### src/rtl/ctrl_decode_pkg.sv
package ctrl_decode_pkg;
    localparam int OPC_W  = 6;
    localparam int FN_W   = 6;
    localparam int CLS_W  = 3;
    localparam int CODE_W = 3;

    localparam logic [OPC_W-1:0] OPC_RR   = 6'b000000;
    localparam logic [OPC_W-1:0] OPC_ORI  = 6'b001101;
    localparam logic [OPC_W-1:0] OPC_LOAD = 6'b100011;
    localparam logic [OPC_W-1:0] OPC_STOR = 6'b101011;
    localparam logic [OPC_W-1:0] OPC_BEQ  = 6'b000100;
    localparam logic [OPC_W-1:0] OPC_JMP  = 6'b000010;

    localparam logic [FN_W-1:0] FN_ADD = 6'b100000;
    localparam logic [FN_W-1:0] FN_SUB = 6'b100010;
    localparam logic [FN_W-1:0] FN_AND = 6'b100100;
    localparam logic [FN_W-1:0] FN_OR  = 6'b100101;
    localparam logic [FN_W-1:0] FN_SLT = 6'b101010;

    typedef enum logic [CLS_W-1:0] {
        CLS_ADD   = 3'b000,
        CLS_SUB   = 3'b001,
        CLS_OR    = 3'b010,
        CLS_FUNCT = 3'b100
    } alu_class_e;

    typedef enum logic [CODE_W-1:0] {
        OPX_AND = 3'b000,
        OPX_OR  = 3'b001,
        OPX_ADD = 3'b010,
        OPX_SUB = 3'b110,
        OPX_SLT = 3'b111
    } alu_code_e;

    typedef struct packed {
        logic       dst_sel_rd;
        logic       src_sel_imm;
        logic       wb_sel_mem;
        logic       reg_we;
        logic       mem_we;
        logic       is_branch;
        logic       is_jump;
        logic       ext_sign;
        alu_class_e alu_class;
    } main_ctrl_t;
endpackage

### src/rtl/ctrl_main_dec.sv
module ctrl_main_dec
    import ctrl_decode_pkg::*;
(
    input  logic [OPC_W-1:0] opcode,
    output main_ctrl_t       ctrl
);
    always_comb begin
        ctrl = '{default: '0, alu_class: CLS_ADD};
        case (opcode)
            OPC_RR: begin
                ctrl.dst_sel_rd = 1'b1;
                ctrl.reg_we     = 1'b1;
                ctrl.alu_class  = CLS_FUNCT;
            end
            OPC_ORI: begin
                ctrl.src_sel_imm = 1'b1;
                ctrl.reg_we      = 1'b1;
                ctrl.alu_class   = CLS_OR;
            end
            OPC_LOAD: begin
                ctrl.src_sel_imm = 1'b1;
                ctrl.wb_sel_mem  = 1'b1;
                ctrl.reg_we      = 1'b1;
                ctrl.ext_sign    = 1'b1;
            end
            OPC_STOR: begin
                ctrl.src_sel_imm = 1'b1;
                ctrl.mem_we      = 1'b1;
                ctrl.ext_sign    = 1'b1;
            end
            OPC_BEQ: begin
                ctrl.is_branch = 1'b1;
                ctrl.alu_class = CLS_SUB;
            end
            OPC_JMP: ctrl.is_jump = 1'b1;
            default: ;
        endcase


        one_effect_chk: assert ($onehot0({ctrl.reg_we, ctrl.mem_we, ctrl.is_branch, ctrl.is_jump}))
            else $error("more than one state-changing effect");

        wb_mem_we_chk: assert (!ctrl.wb_sel_mem || ctrl.reg_we)
            else $error("memory write-back without register write");

        ext_imm_chk: assert (!ctrl.ext_sign || ctrl.src_sel_imm)
            else $error("sign extension without immediate operand");
    end
endmodule

### src/rtl/ctrl_alu_dec.sv
module ctrl_alu_dec
    import ctrl_decode_pkg::*;
(
    input  alu_class_e      alu_class,
    input  logic [FN_W-1:0] funct,
    output alu_code_e       alu_code,
    output logic            funct_ok
);
    always_comb begin
        alu_code = OPX_ADD;
        funct_ok = 1'b1;
        case (alu_class)
            CLS_FUNCT: begin
                case (funct)
                    FN_ADD:  alu_code = OPX_ADD;
                    FN_SUB:  alu_code = OPX_SUB;
                    FN_AND:  alu_code = OPX_AND;
                    FN_OR:   alu_code = OPX_OR;
                    FN_SLT:  alu_code = OPX_SLT;
                    default: funct_ok = 1'b0;
                endcase
            end
            CLS_OR:  alu_code = OPX_OR;
            CLS_SUB: alu_code = OPX_SUB;
            default: alu_code = OPX_ADD;
        endcase


        legal_code_chk: assert (alu_code != 3'b011 && alu_code != 3'b100 && alu_code != 3'b101)
            else $error("reserved ALU code produced");

        bad_funct_add_chk: assert (funct_ok || alu_code == OPX_ADD)
            else $error("unrecognised function did not fall back to add");
    end
endmodule

### src/rtl/ctrl_decode_top.sv
module ctrl_decode_top
    import ctrl_decode_pkg::*;
(
    input  logic [5:0] opcode,
    input  logic [5:0] funct,
    output logic       dst_sel_rd,
    output logic       src_sel_imm,
    output logic       wb_sel_mem,
    output logic       reg_we,
    output logic       mem_we,
    output logic       is_branch,
    output logic       is_jump,
    output logic       ext_sign,
    output logic [2:0] alu_class,
    output logic [2:0] alu_code
);
    main_ctrl_t mc;
    alu_code_e  code_w;
    logic       fn_ok;

    ctrl_main_dec u_main (
        .opcode (opcode),
        .ctrl   (mc)
    );

    ctrl_alu_dec u_alu (
        .alu_class (mc.alu_class),
        .funct     (funct),
        .alu_code  (code_w),
        .funct_ok  (fn_ok)
    );

    always_comb begin
        dst_sel_rd  = mc.dst_sel_rd;
        src_sel_imm = mc.src_sel_imm;
        wb_sel_mem  = mc.wb_sel_mem;
        reg_we      = mc.reg_we & fn_ok;
        mem_we      = mc.mem_we;
        is_branch   = mc.is_branch;
        is_jump     = mc.is_jump;
        ext_sign    = mc.ext_sign;
        alu_class   = mc.alu_class;
        alu_code    = code_w;
    end
endmodule

### config.mk
export PLATFORM = sky130hd
export DESIGN_NAME = ctrl_decode_top
export DESIGN_NICKNAME = d
export VERILOG_FILES = /design/src/rtl/ctrl_decode_pkg.sv /design/src/rtl/ctrl_main_dec.sv /design/src/rtl/ctrl_alu_dec.sv /design/src/rtl/ctrl_decode_top.sv
export SDC_FILE = /design/constraint.sdc
export NUM_CORES = 1
export LEC_CHECK = 0
export ABC_AREA = 1
export BUFFER_PORTS_ARGS = -buffer_cell sky130_fd_sc_hd__buf_4
export CORE_AREA = 2 2 39 41
export DETAILED_ROUTE_END_ITERATION = 10
export DIE_AREA = 0 0 41 43
export PLACE_DENSITY = 0.6
export SYNTH_ARGS = -nofsm -noshare
export SYNTH_HDL_FRONTEND = slang
export SYNTH_SLANG_ARGS = --single-unit
export TNS_END_PERCENT = 10
### constraint.sdc
create_clock -name vclk -period 1.01
set_clock_uncertainty 0.1 [all_clocks]
set_input_delay 0.202 -clock vclk [all_inputs]
set_output_delay 0.202 -clock vclk [all_outputs]
set_load 0.02 [all_outputs]
==> results.ini, run 1 <==
[finish]
drive_gt1_share_pct = 59.8
fillCellCount = 148
regArea_um2 = 0
clkbuf_count = 0
final_util_pct = 47.9
area_growth_pct = 151
layout.nets = 111
layout_common_cells = buf_4 (31), inv_1 (12), nor2_1 (10), nand2_1 (9), buf_6 (9)
final_cells = 113
multi_input_area_um2 = 245
n_antenna_cell = 0
final_area_um2 = 663
final_common_cell = buf_4
nFlopsAndLatches = 0

[route]
drtAntennaViolNets = 0
initialDrtViolationCount = 2
wl_per_cell_um = 7.61
drc_errors = 0
dr.pass1.iters = 4
route.vias.total = 460
vias_per_cell = 4.07
routed_wl_um = 860

[clock_tree]
cts_hold_buf = 0

[min_path]
hp-class = input port to output port
whs_path_depth = 4

[yosys]
yosysTopAreaCell = inv_1
yosysWarnings = 0
synthTopCellsByArea = inv_1 (17%), nand2_1 (17%), nor2_1 (17%)
syn_inst = 57
avgSynthCellArea_um2 = 4.63
synth.top_cell.area_share_pct = 17.1
synthesis.nets = 69
yosys.cell_types.count = 12
yosysSeqAreaShare_pct = 0
netlist_area_um2 = 264

[worst_setup_path]
cp.required_ps = 710
critical_path.max_stage_delay_ps = 140
path_class = input port to output port
cp.arrival_ps = 1000
path_cells = buf_8 > nor2_4 > nand2_2 > buf_4 > buf_4 > nor2_1 > buf_4
path_common_cell = buf_4
critPathLaunchType = input port
cp_max_fo = 4
worst_path_max_delay_cell = nor2_4
end_kind = output port

[timing]
slew_violations = 0
timing.final.crit_share_pct = 129
relSlewSlack_pct = 88.0
setup_slack_ps = -291
fin_crit_ps = 1300
rsz0062_at_grt = true
hold_viol_final = 0
fin_tns_setup_ps = -2920
max_freq_mhz = 768
tightest_slew_ps = 180
setup_viol = 14

[pwr]
power_density_nw_per_um2 = 252
p_leak_uw = 0.000391
p_seq_share_pct = 0
clkPwrFrac_pct = 0
switching_share_pct = 46.6
share_comb_of_total_power_pct = 100.0
finalPower_uw = 167
vdd.ir_drop.worst_v = 0.0000990
p_sw_uw = 77.8
p_int_uw = 89.1

[placed_design]
dpl.cell_count = 109
dp_hpwl_um = 739
gp_congestion = 0.723
placed_area_um2 = 572
port-buffer-count = 26

[die]
die_y_um = 43
floorplan.rows = 14
ios = 26
start_util_pct = 19.1
coreArea_um2 = 1380
die_w_um = 41
die_area_um2 = 1760

[global_route]
grt_pass1_vias = 395
antenna_found_initial = 0
overflow = 0
track_usage_pct = 10.1
grt_max_degree = 6
grt_pass1_wl_mm = 1.37

[status]
violations = negative setup slack
status = finished, violations left

[flow_run]
maxCapViolCount = 0

[power by group through the flow]
stage / combinational, uW / sequential, uW / clock (uW)
global route: 182 / 0 / 0
global placement: 146 / 0 / 0
CTS: 163 / 0 / 0
floorplan: 58.0 / 0 / 0
detailed placement: 148 / 0 / 0
finish: 167 / 0 / 0
[cell families after synthesis]
family | synth area share (%)
compound gates | 1.89
simple gates | 76.8
buf+inv | 21.3
[worst paths after layout]
path	start	endpoint	slack, ps
hold / removal	opcode[1]	is_jump	660
setup / recovery	opcode[5]	alu_class[2]	-290
[cell type report]
| class | count | share of cell area, % |
|---|---|---|
| inverter | 13 | 7.36 |
| timing repair buffer | 41 | 52.6 |
| tap | 16 | 3.02 |
| multi-input combinational | 43 | 37.0 |
[stage by stage]
| stage | hold slack, ps | setup slack, ps |
|---|---|---|
| 2_1_floorplan | 338 | -153 |
| 5_1_grt | 667 | -353 |
| 6_report | 656 | -291 |
| 3_5_place_dp | 691 | -341 |
| 4_1_cts | 690 | -287 |
| 3_3_place_gp | 687 | -334 |
[per-layer routing]
metal	global-route usage (%)	part of all wire [%]
met4	0	0
met3	0	5.9
met2	19.7	56
met5	0	0
met1	12.0	38
[synth_stat cells]
cell / instances
nand2_2: 2
nor2_4: 2
inv_2: 1
buf_4: 1
nor3_1: 1
inv_1: 12
nand2_1: 12
nand3_1: 7
o21ai_1: 1
nor2_2: 5
nor2_1: 12
nand4_1: 1
[timing repair]
action	4_1_cts	5_1_grt
endpoints found under the setup margin	14	14
pin swaps	7	8
hold endpoints to repair	0	0
gates resized for setup	10	7
buffers inserted	3	1
[worst max-delay path: cells and delay by family]
kind,cells,cell delay [ps]
buffers and inverters,4,500
AND/OR/NAND/NOR,3,300
(Power assumes the default switching activity.)
==> run 2: changes to the inputs <==
--- a/config.mk
+++ b/config.mk
@@ -10,6 +10,7 @@
 export CORE_AREA = 2 2 39 41
 export DETAILED_ROUTE_END_ITERATION = 10
 export DIE_AREA = 0 0 41 43
+export GPL_TIMING_DRIVEN = 0
 export PLACE_DENSITY = 0.6
 export SYNTH_ARGS = -nofsm -noshare
 export SYNTH_HDL_FRONTEND = slang
==> run 2 against run 1 <==
Effect of this change:
- the flow still finishes with violations (negative setup slack)
- worst hold slack got worse by 60 ps
- combinational power fell by 13%
- non-clock buffer count shrank 10
- via count is 9.1% lower
- fmax about the same
- sequential share of layout area stayed put
- wire length fell by 5.0%
- sequential cell count did not move
- global-route usage increased by 0.60 points
- count of clock-buffer cells in the layout unchanged
- power down 13%
- setup slack got worse by 0.98 ps
- highest routed layer unchanged
==> results.ini, run 2 (synthesis results as in run 1) <==
[status]
status = finished, violations left
violations = negative setup slack

[pwr]
p_int_uw = 71.8
vdd.ir_drop.worst_v = 0.0000918
p_leak_uw = 0.000344
p_seq_share_pct = 0
clkPwrFrac_pct = 0
share_comb_of_total_power_pct = 100.0
p_sw_uw = 73.8
switching_share_pct = 50.7
power_density_nw_per_um2 = 254

[timing]
setup_viol = 14
fin_crit_ps = 1300
timing.final.crit_share_pct = 129
rsz0062_at_grt = true
hold_slack_ps = 596
slew_violations = 0
relSlewSlack_pct = 88.4
max_freq_mhz = 768
fin_tns_setup_ps = -2250
hold_viol_final = 0
setup_slack_ps = -292
tightest_slew_ps = 174

[min_path]
whs_path_depth = 3
hp-class = input port to output port

[finish]
layout_common_cells = buf_4 (23), inv_1 (12), nand2_1 (12), nor2_1 (10), buf_6 (7)
final_common_cell = buf_4
final_util_pct = 41.4
clkbuf_count = 0
layout.nets = 101
regArea_um2 = 0
drive_gt1_share_pct = 51.7
nFlopsAndLatches = 0
area_growth_pct = 117
fillCellCount = 153
n_antenna_cell = 0

[die]
start_util_pct = 19.1
coreArea_um2 = 1380
die_y_um = 43
floorplan.rows = 14
ios = 26
die_area_um2 = 1760
die_w_um = 41

[route]
drc_errors = 0
drtAntennaViolNets = 0
routed_wl_um = 817
initialDrtViolationCount = 5
wl_per_cell_um = 7.93
dr.pass1.iters = 4
vias_per_cell = 4.06
route.vias.total = 418

[global_route]
track_usage_pct = 10.7
grt_pass1_vias = 381
antenna_found_initial = 0
overflow = 0
grt_max_degree = 6
grt_pass1_wl_mm = 1.41

[worst_setup_path]
crit_family = simple AND/OR/NAND/NOR gates
path_depth = 8
worst_path_max_delay_cell = nor2_4
startpoint = opcode[5]
crit_end = reg_we
cp.arrival_ps = 1000
critPathLaunchType = input port
critical_path.max_stage_delay_ps = 160
path_class = input port to output port
worstPathBufferInverterCount = 2
end_kind = output port
path_cells = buf_8 > nor2_4 > nand2_2 > nor2_4 > nand2_1 > nor2_1 > nor2_2 > buf_6
cp.required_ps = 710
path_common_cell = nor2_4
cp_max_fo = 5

[placed_design]
port-buffer-count = 26
dp_hpwl_um = 688
dpl_worst_slack_ps = -383
gp_congestion = 0.669

[flow_run]
maxCapViolCount = 0

[clock_tree]
cts_hold_buf = 0

[run 2: through the flow]
stage          power, uW  cells  cell area, um^2
5_1_grt              161    103              573
3_5_place_dp         127     99              497
2_1_floorplan       58.0     57              282
6_report             146    103              573
3_3_place_gp         126     99              497
4_1_cts              144    103              567
[run 2: repair_timing]
| item | 4_1_cts | 5_1_grt |
|---|---|---|
| gates resized for setup | 10 | 2 |
| setup buffers | 4 | 0 |
| endpoints found under the setup margin | 14 | 14 |
| pin swaps | 6 | 2 |
[run 2: power by group through the flow]
stage / Clock [uW] / Sequential [uW] / Combinational, uW
2_1_floorplan: 0 / 0 / 58.0
3_3_place_gp: 0 / 0 / 126
3_5_place_dp: 0 / 0 / 127
4_1_cts: 0 / 0 / 144
5_1_grt: 0 / 0 / 161
6_report: 0 / 0 / 146
[run 2: how the worst min path moves through the flow]
stage                         start    endpoint  slack, ps
after floorplan           opcode[3]  wb_sel_mem        340
after global placement    opcode[0]     is_jump        610
after detailed placement  opcode[3]  wb_sel_mem        610
after CTS                 opcode[3]  wb_sel_mem        600
after global routing      opcode[3]  wb_sel_mem        610
final                     opcode[3]  wb_sel_mem        600
[run 2: area by class of cell]
class              instances  area [um^2]  area share, %
well taps                 16         20.0           3.49
multi-input cells         43          238           41.5
plain buffers              1         7.51           1.31
inverters                 13         48.8           8.52
repair buffers            30          259           45.2
[run 2: tightest hold or removal path, delay by kind of cell]
family	cells	cell delay, ps
simple gates	1	50
buf+inv	2	240
[run 2: per-layer routing]
| layer | track usage (%) | vias to the layer above | wire [um] | part of all wire, % |
|---|---|---|---|---|
| met2 | 20.9 | 12 | 455 | 56 |
| met1 | 12.7 | 177 | 310 | 38 |
| met3 | 0 | 0 | 50 | 6.1 |
| li1 | - | 229 | - | - |
| met5 | 0 | - | 0 | 0 |
| met4 | 0 | 0 | 0 | 0 |
==> run 3: changes to the inputs <==
--- a/config.mk
+++ b/config.mk
@@ -5,13 +5,12 @@
 export SDC_FILE = /design/constraint.sdc
 export NUM_CORES = 1
 export LEC_CHECK = 0
-export ABC_AREA = 1
 export BUFFER_PORTS_ARGS = -buffer_cell sky130_fd_sc_hd__buf_4
 export CORE_AREA = 2 2 39 41
 export DETAILED_ROUTE_END_ITERATION = 10
 export DIE_AREA = 0 0 41 43
 export GPL_TIMING_DRIVEN = 0
-export PLACE_DENSITY = 0.6
+export PLACE_DENSITY = 0.57
 export SYNTH_ARGS = -nofsm -noshare
 export SYNTH_HDL_FRONTEND = slang
 export SYNTH_SLANG_ARGS = --single-unit
==> run 3 against run 2 <==
Effect of this change:
- the flow still finishes with violations (negative setup slack)
- first-iteration DRC count is 20% lower
- sequential share of layout area unchanged
- sequential cell count unchanged
- critical path depth decreased by 3
- count of clock-buffer cells in the layout unchanged
==> results.ini, run 3 <==
[pwr]
power_density_nw_per_um2 = 250
finalPower_uw = 142
vdd.ir_drop.worst_v = 0.0000960
p_leak_uw = 0.000295

[finish]
layout_common_cells = buf_4 (19), buf_6 (10), nor2_1 (3)
multi_input_area_um2 = 243
nFlopsAndLatches = 0
drive_gt1_share_pct = 75.4
regArea_um2 = 0
clkbuf_count = 0
area_growth_pct = 160
final_common_cell = buf_4
n_antenna_cell = 0
fillCellCount = 160
layout.nets = 75

[timing]
relSlewSlack_pct = 77.1
hold_slack_ps = 571
setup_viol = 14
slew_violations = 0
setup_slack_ps = -454
max_freq_mhz = 683
timing.final.crit_share_pct = 145
tightest_slew_ps = 339
hold_viol_final = 0
fin_crit_ps = 1460
rsz0062_at_grt = true

[yosys]
synth-simple-area-share_pct = 63.8
synth_top_family_by_area = simple AND/OR/NAND/NOR gates
yosysSeqAreaShare_pct = 0
yosysTopAreaCell = nor2_1
yosysMostFrequentCell = nor2_1
synth_compound_area_share_pct = 21.3
synthTopCellsByArea = nor2_1 (8.6%), nor3_4 (7.5%), nand4b_2 (6.9%)
syn_inst = 31
yosysWarnings = 0
muxShareOfSynthArea_pct = 4.60
synth-xor-area-share_pct = 0
avgSynthCellArea_um2 = 7.02
synth_adder_area_share_pct = 0
synthesis.nets = 43
yosys.cell_types.count = 21
synthTopCellsByCount = nor2_1 (5), inv_1 (3), nand2_1 (3), a21oi_1 (2), o21ai_0 (2)
synth.top_cell.area_share_pct = 8.62
netlist_area_um2 = 218

[min_path]
whs_path_depth = 3
hp-class = input port to output port

[placed_design]
dp_hpwl_um = 588
dpl_worst_slack_ps = -595
port-buffer-count = 26
gp_congestion = 0.589

[worst_setup_path]
cp.arrival_ps = 1160
path_depth = 5
worst_path_max_delay_cell = or3_4
critPathLaunchType = input port
end_kind = output port
worstPathBufferInverterCount = 2
cp.required_ps = 710
cp_max_fo = 7
critical_path.max_stage_delay_ps = 380
crit_family = simple AND/OR/NAND/NOR gates
path_cells = buf_8 > nand2b_4 > or3_4 > o221ai_4 > buf_6
path_class = input port to output port

[die]
die_y_um = 43
coreArea_um2 = 1380
start_util_pct = 15.7
die_w_um = 41
ios = 26
die_area_um2 = 1760
floorplan.rows = 14

[flow_run]
maxCapViolCount = 0

[global_route]
grt_pass1_vias = 298
overflow = 0
antenna_found_initial = 0
track_usage_pct = 8.59
grt_max_degree = 8
grt_pass1_wl_mm = 1.17

[route]
wl_per_cell_um = 9.48
drc_errors = 0
initialDrtViolationCount = 4
routed_wl_um = 730
drtAntennaViolNets = 0
route.vias.total = 337
dr.pass1.iters = 2
vias_per_cell = 4.38

[status]
violations = negative setup slack
status = finished, violations left

==> run 3: power by group <==
group	switching (uW)	leakage, uW	internal [uW]
clock	0	0	0
sequential	0	0	0
combinational	64.2	0.000295	77.4
total	64.2	0.000295	77.4
==> run 3: through the flow <==
stage / util, % / cell area [um^2] / instances / TNS (ps)
final: 40.9 / 566 / 77 / -4800
after global routing: 40.9 / 566 / 77 / -5370
after CTS: 39.3 / 544 / 77 / -4980
after detailed placement: 33.1 / 458 / 73 / -5530
after global placement: 33.1 / 458 / 73 / -5270
after floorplan: - / 243 / 31 / -2450
==> run 3: path summary, 6_finish.rpt <==
| path | from | to | slack, ps |
|---|---|---|---|
| worst min-delay path | opcode[4] | is_jump | 570 |
| worst max-delay path | opcode[2] | reg_we | -450 |
==> run 3: kinds of logic after synthesis <==
| family | count (synthesis) |
|---|---|
| AO/OA/AOI/OAI | 6 |
| buffers and inverters | 5 |
| multiplexers | 1 |
| AND/OR/NAND/NOR | 19 |
==> run 3: routing by layer <==
layer  part of all wire (%)  vias up  track usage (%)
met1                     44      144             12.7
met4                      0        0                0
met5                      0        -                0
met2                     44       20             14.4
met3                     12        0                0
li1                       -      173                -
==> run 3: final cells by class <==
class | count | area share (%)
Buffer | 1 | 1.33
Inverter | 4 | 3.10
Multi-Input combinational cell | 26 | 42.9
Tap cell | 16 | 3.54
Timing Repair Buffer | 30 | 49.1
==> run 3: what timing repair did <==
action,4_1_cts,5_1_grt
pin swaps,8,0
endpoints found under the setup margin,14,14
gates resized for setup,14,7
buffers inserted,4,0
hold buffers,0,0
